**config.mk**
```make
export PLATFORM = sky130hd
export DESIGN_NAME = nmi_line_ctrl
export DESIGN_NICKNAME = d
export VERILOG_FILES = /design/src/rtl/nmi_line_pkg.sv /design/src/rtl/nmi_line_rst.sv /design/src/rtl/nmi_line_sync.sv /design/src/rtl/nmi_line_detect.sv /design/src/rtl/nmi_line_regs.sv /design/src/rtl/nmi_line_ctrl.sv
export SDC_FILE = /design/constraint.sdc
export NUM_CORES = 1
export LEC_CHECK = 0
export ABC_CLOCK_PERIOD_IN_PS = 2200
export BUFFER_PORTS_ARGS = -buffer_cell sky130_fd_sc_hd__buf_2
export CORE_ASPECT_RATIO = 2
export CORE_MARGIN = 3
export CORE_UTILIZATION = 40
export DETAILED_ROUTE_END_ITERATION = 10
export GPL_TIMING_DRIVEN = 0
export PLACE_DENSITY = 0.75
export SYNTH_ARGS = -nofsm -noshare
export SYNTH_HDL_FRONTEND = slang
export SYNTH_SLANG_ARGS = --single-unit
```
**constraint.sdc**
```tcl
create_clock -name clk_i -period 2.2 [get_ports clk_i]
set_input_delay 0 -clock clk_i [delete_from_list [all_inputs] [get_ports clk_i]]
set_output_delay 0 -clock clk_i [all_outputs]
set_load 0.02 [all_outputs]
```
**src/rtl/nmi_line_pkg.sv**
```systemverilog
package nmi_line_pkg;

  typedef enum logic [1:0] {
    TRIG_LVL_LOW  = 2'd0,
    TRIG_FALL     = 2'd1,
    TRIG_LVL_HIGH = 2'd2,
    TRIG_RISE     = 2'd3
  } trig_e;

  localparam int unsigned TRIG_W = 2;

endpackage

```
**src/rtl/nmi_line_rst.sv**
```systemverilog
module nmi_line_rst #(
  parameter int unsigned STAGES = 2
) (
  input  logic clk_i,
  input  logic rst_ni,
  output logic rst_no
);

  logic [STAGES-1:0] chain_q;
  logic [STAGES-1:0] chain_d;

  always_comb begin
    chain_d = {chain_q[STAGES-2:0], 1'b1};
  end

  always_ff @(posedge clk_i or negedge rst_ni) begin
    if (!rst_ni) begin
      chain_q <= '0;
    end else begin
      chain_q <= chain_d;
    end
  end

  assign rst_no = chain_q[STAGES-1];

endmodule

```
**src/rtl/nmi_line_sync.sv**
```systemverilog
module nmi_line_sync #(
  parameter int unsigned STAGES = 2
) (
  input  logic clk_i,
  input  logic rst_ni,
  input  logic d_i,
  output logic cur_o,
  output logic prev_o
);

  // STAGES synchroniser flops, then one history flop for transition detection
  logic [STAGES:0] pipe_q;
  logic [STAGES:0] pipe_d;

  always_comb begin
    pipe_d = {pipe_q[STAGES-1:0], d_i};
  end

  always_ff @(posedge clk_i or negedge rst_ni) begin
    if (!rst_ni) begin
      pipe_q <= '0;
    end else begin
      pipe_q <= pipe_d;
    end
  end

  assign cur_o  = pipe_q[STAGES-1];
  assign prev_o = pipe_q[STAGES];

endmodule

```
**src/rtl/nmi_line_detect.sv**
```systemverilog
module nmi_line_detect
  import nmi_line_pkg::*;
(
  input  trig_e trig_i,
  input  logic  cur_i,
  input  logic  prev_i,
  output logic  hit_o
);

  always_comb begin
    unique case (trig_i)
      TRIG_LVL_LOW:  hit_o = ~cur_i;
      TRIG_FALL:     hit_o = prev_i & ~cur_i;
      TRIG_LVL_HIGH: hit_o = cur_i;
      TRIG_RISE:     hit_o = ~prev_i & cur_i;
      default:       hit_o = 1'b0;
    endcase
  end

endmodule

```
**src/rtl/nmi_line_regs.sv**
```systemverilog
module nmi_line_regs
  import nmi_line_pkg::*;
#(
  parameter int unsigned    ADDR_W      = 8,
  parameter int unsigned    DATA_W      = 32,
  parameter logic [ADDR_W-1:0] CTRL_OFFSET = 'h00,
  parameter logic [ADDR_W-1:0] PEND_OFFSET = 'h04,
  parameter logic [ADDR_W-1:0] EN_OFFSET   = 'h08
) (
  input  logic              clk_i,
  input  logic              rst_ni,
  input  logic              sel_i,
  input  logic              wr_i,
  input  logic [ADDR_W-1:0] addr_i,
  input  logic [DATA_W-1:0] wdata_i,
  output logic [DATA_W-1:0] rdata_o,
  input  logic              hit_i,
  output trig_e             trig_o,
  output logic              pend_o,
  output logic              en_o,
  output logic              irq_o
);

  localparam int unsigned PAD_W = DATA_W - 1;

  logic [DATA_W-1:0] ctrl_q, ctrl_d;
  logic              pend_q, pend_d;
  logic              en_q,   en_d;
  logic              irq_q,  irq_d;

  logic hit_ctrl, hit_pend, hit_en;
  logic wr_ctrl,  wr_pend,  wr_en;
  logic rd_act;
  logic ack;

  // address decode
  always_comb begin
    hit_ctrl = (addr_i == CTRL_OFFSET);
    hit_pend = (addr_i == PEND_OFFSET);
    hit_en   = (addr_i == EN_OFFSET);
    wr_ctrl  = sel_i & wr_i & hit_ctrl;
    wr_pend  = sel_i & wr_i & hit_pend;
    wr_en    = sel_i & wr_i & hit_en;
    rd_act   = sel_i & ~wr_i;
    ack      = wr_pend & wdata_i[0];
  end

  // next state
  always_comb begin
    ctrl_d = wr_ctrl ? wdata_i : ctrl_q;
    // a fresh event outranks the acknowledge
    pend_d = hit_i | (pend_q & ~ack);
    en_d   = wr_en ? wdata_i[0] : en_q;
    irq_d  = pend_q & en_q;
  end

  // state registers
  always_ff @(posedge clk_i or negedge rst_ni) begin
    if (!rst_ni) begin
      ctrl_q <= '0;
      pend_q <= 1'b0;
      en_q   <= 1'b0;
      irq_q  <= 1'b0;
    end else begin
      ctrl_q <= ctrl_d;
      pend_q <= pend_d;
      en_q   <= en_d;
      irq_q  <= irq_d;
    end
  end

  // read mux
  always_comb begin
    rdata_o = '0;
    if (rd_act) begin
      if (hit_ctrl) begin
        rdata_o = ctrl_q;
      end else if (hit_pend) begin
        rdata_o = {{PAD_W{1'b0}}, pend_q};
      end else if (hit_en) begin
        rdata_o = {{PAD_W{1'b0}}, en_q};
      end
    end
  end

  assign trig_o = trig_e'(ctrl_q[TRIG_W-1:0]);
  assign pend_o = pend_q;
  assign en_o   = en_q;
  assign irq_o  = irq_q;

endmodule

```
**src/rtl/nmi_line_ctrl.sv**
```systemverilog
module nmi_line_ctrl
  import nmi_line_pkg::*;
#(
  parameter int unsigned       ADDR_W      = 8,
  parameter int unsigned       DATA_W      = 32,
  parameter logic [ADDR_W-1:0] EN_OFFSET   = 'h08,
  parameter int unsigned       SYNC_STAGES = 2,
  parameter int unsigned       RST_STAGES  = 2
) (
  input  logic              clk_i,
  input  logic              rst_ni,
  input  logic              nmi_i,
  input  logic              bus_sel_i,
  input  logic              bus_wr_i,
  input  logic [ADDR_W-1:0] bus_addr_i,
  input  logic [DATA_W-1:0] bus_wdata_i,
  output logic [DATA_W-1:0] bus_rdata_o,
  output logic              irq_o
);

  localparam logic [ADDR_W-1:0] CTRL_OFFSET = 'h00;
  localparam logic [ADDR_W-1:0] PEND_OFFSET = 'h04;

  logic  rst_core_n;
  logic  in_cur, in_prev;
  logic  hit;
  trig_e trig;
  logic  pend_q;
  logic  en_q;

  nmi_line_rst #(
    .STAGES (RST_STAGES)
  ) u_rst (
    .clk_i  (clk_i),
    .rst_ni (rst_ni),
    .rst_no (rst_core_n)
  );

  nmi_line_sync #(
    .STAGES (SYNC_STAGES)
  ) u_sync (
    .clk_i  (clk_i),
    .rst_ni (rst_core_n),
    .d_i    (nmi_i),
    .cur_o  (in_cur),
    .prev_o (in_prev)
  );

  nmi_line_detect u_detect (
    .trig_i (trig),
    .cur_i  (in_cur),
    .prev_i (in_prev),
    .hit_o  (hit)
  );

  nmi_line_regs #(
    .ADDR_W      (ADDR_W),
    .DATA_W      (DATA_W),
    .CTRL_OFFSET (CTRL_OFFSET),
    .PEND_OFFSET (PEND_OFFSET),
    .EN_OFFSET   (EN_OFFSET)
  ) u_regs (
    .clk_i   (clk_i),
    .rst_ni  (rst_core_n),
    .sel_i   (bus_sel_i),
    .wr_i    (bus_wr_i),
    .addr_i  (bus_addr_i),
    .wdata_i (bus_wdata_i),
    .rdata_o (bus_rdata_o),
    .hit_i   (hit),
    .trig_o  (trig),
    .pend_o  (pend_q),
    .en_o    (en_q),
    .irq_o   (irq_o)
  );

endmodule

```
==> impl_metrics.ini <==
[outcome]
outcome = finished, final reports clean

[layout]
final_layout_size_suffix_gt1_frac = 0.492
final_nets = 296
instances_no_fill = 304
syn2layout_area_growth_pct = 50.4
antenna_cells = 0
fin_area_mm2 = 0.00269

[synthesis]
yosysTopAreaCell = dfrtp_1
ys_warn_count = 0
synthTopCellsByArea = dfrtp_1 56%, mux2_2 20%, and2_1 11%, buf_6 1.9%, nor4b_4 1.3%
syn_area_mm2 = 0.00179
syn_inst = 133
synth_common_cells = 40 x dfrtp_1, 32 x and2_1, 31 x mux2_2
postSynth.asyncResetShare = 1.00
ys_ff_latch = 40
synth_top_area_frac = 0.560
syn-num-nets = 178
ys_types = 23
ys_seq_area_frac = 0.560
avgSynthCellArea_um2 = 13.4
synth_edf_count = 0
synth_ff_type = dfrtp_1
yosysMostFrequentCell = dfrtp_1

[global_routing]
gr-usage-met2 = 0.312
grt_max_degree = 39
gr-total-overflow = 0
use_met3 = 0.0311
globalRoute.busiestLayer = met2
grt_use_met1 = 0.167
grt_pass1_wl_mm = 6.48
track_usage = 0.167
antenna_found_initial = 0
grt_pass1_vias = 1482

[power_and_ir_drop]
powerDensity_mw_per_mm2 = 548
p_total_mw = 1.47
ir_drop_mv = 0.480
power_leakage_nw = 1.44

[timing]
finalCritPeriodShare = 0.807
slew_headroom = 0.462
slew_violations = 0
tightest_slew_ns = 0.807
max_freq_ghz = 0.563
skew_ns = 0.00583
rsz0062_at_grt = false
setup_viol = 0
period_needed_ns = 1.78
hold_viol = 0
timing.setup.tns_ns = 0

[detailed_routing]
wl_mm = 4.12
final_antenna_net_count = 0
vias = 1436
dr.first_iter.drc_count = 9
routed_via_density = 4.72
wire_per_inst_um = 13.6
drcViolationCount = 0
drt_first_pass_iters = 3

[clock_tree]
clock_latency_ns = 0.28
path_clk_slew_ns = 0.08
root_buffer = clkbuf_8
htreeDepth = 2
cts_sinks = 40
cts_tree = built
cts_buffer_depth = 2
cts_resized = 0
cts-buffers-inserted = 5

[setup_path]
crit_arrival_ns = 1.78
cp_data_required_time_ns = 2.20
critPathCaptureType = output pin
critPathLaunchType = input port
critical_path_peak_fanout = 10
critical_path_class = in -> out

[placed_design]
place_congestion = 0.762
numPlacedInstances = 262
place_area_mm2 = 0.00224
port_buffers = 77
hpwl_mm = 2.79

[floorplanning]
start_util = 0.424
die_area_mm2 = 0.00535
core_area_mm2 = 0.00421
die_y_um = 101
num_rows = 33
io_pins = 78
die_w_um = 53.3

[min_path]
hold_class = in -> async

[flow_run]
cap_violations = 0
critical path, cell delays in order:
cell and delay [ns]:
buf_2 0.11, or4_4 0.58, nor4b_4 0.38, clkbuf_1 0.35
and2_1 0.19, buf_2 0.16
metal layers:
metal  vias up  part of all wire
li1        691                 -
met1       684              0.35
met2        51              0.57
met3        10             0.057
met4         0             0.027
met5         -                 0
cell usage in the layout, fill, tap and decap left out, types with 2 or more instances in the layout:
cell type       n
or4_4           2
mux2_1          2
buf_2          77
nor2b_1         2
dfrtp_1        39
nor2_1          2
dlygate4sd3_1  34
buf_6           3
mux2_2         31
clkbuf_1        4
clkbuf_8        5
and2_1         32
nand2_1         3
metrics by stage:
step | util | setup slack (ns) | hold WS [ns]
3_5_place_dp | 0.531 | 0.395 | -0.213
5_1_grt | 0.638 | 0.309 | 0.0238
4_1_cts | 0.638 | 0.392 | 0.00417
6_report | 0.638 | 0.425 | 0.0247
2_1_floorplan | - | 0.699 | -0.296
3_3_place_gp | 0.531 | 0.402 | -0.213
area by class of cell:
| type | count | area (um2) |
|---|---|---|
| Tap cell | 52 | 65.1 |
| Multi-Input combinational cell | 86 | 737 |
| Inverter | 1 | 3.75 |
| Timing Repair Buffer | 111 | 726 |
| Clock buffer | 6 | 72.6 |
| Fill cell | 368 | 1530 |
| Sequential cell | 40 | 1000 |
| Buffer | 6 | 45.0 |
| Clock inverter | 2 | 35.0 |
state kept, by name (all words and copies together), names as in the netlist:
signal         flops
u_regs.ctrl_q     32
u_regs.en_o        1
u_regs.irq_o       1
u_regs.pend_o      1
u_rst.chain_q      2
u_sync.pipe_q      3
worst paths after layout:
check                      cells past startpoint                 to  slack (ns)             start
setup / recovery                               6    bus_rdata_o[27]        0.42     bus_addr_i[3]
max in group asynchronous                      0  u_regs.ctrl_q[13]        1.32  u_rst.chain_q[1]
hold reg to reg                                0   u_sync.pipe_q[1]        0.35  u_sync.pipe_q[0]
min in group clk_i                             4      u_regs.pend_o        0.08     bus_addr_i[2]
hold / removal                                 2   u_rst.chain_q[1]        0.02            rst_ni
setup reg to reg                               2      u_regs.pend_o        1.25  u_regs.ctrl_q[0]
power by group:
| part | total, mW | switching (mW) | internal, mW |
|---|---|---|---|
| Combinational | 0.119 | 0.0345 | 0.0844 |
| Sequential | 0.777 | 0.0213 | 0.756 |
| Clock | 0.575 | 0.239 | 0.336 |
what timing repair did:
item / in CTS / in global routing
hold buffers: 34 / 0
endpoints found under the hold margin: 36 / 0
setup buffers: 0 / 0
logic make-up (layout without fill, tap and decap cells):
| group | after synthesis | in the layout | synth area share |
|---|---|---|---|
| AND/OR/NAND/NOR | 49 | 49 | 0.189 |
| buffers and inverters | 7 | 126 | 0.0273 |
| AO/OA/AOI/OAI | 3 | 3 | 0.0133 |
| other | 1 | 1 | 0.00210 |
| multiplexers | 33 | 33 | 0.208 |
| flip-flops | 40 | 40 | 0.560 |
Power figures use the tool's default switching activity.
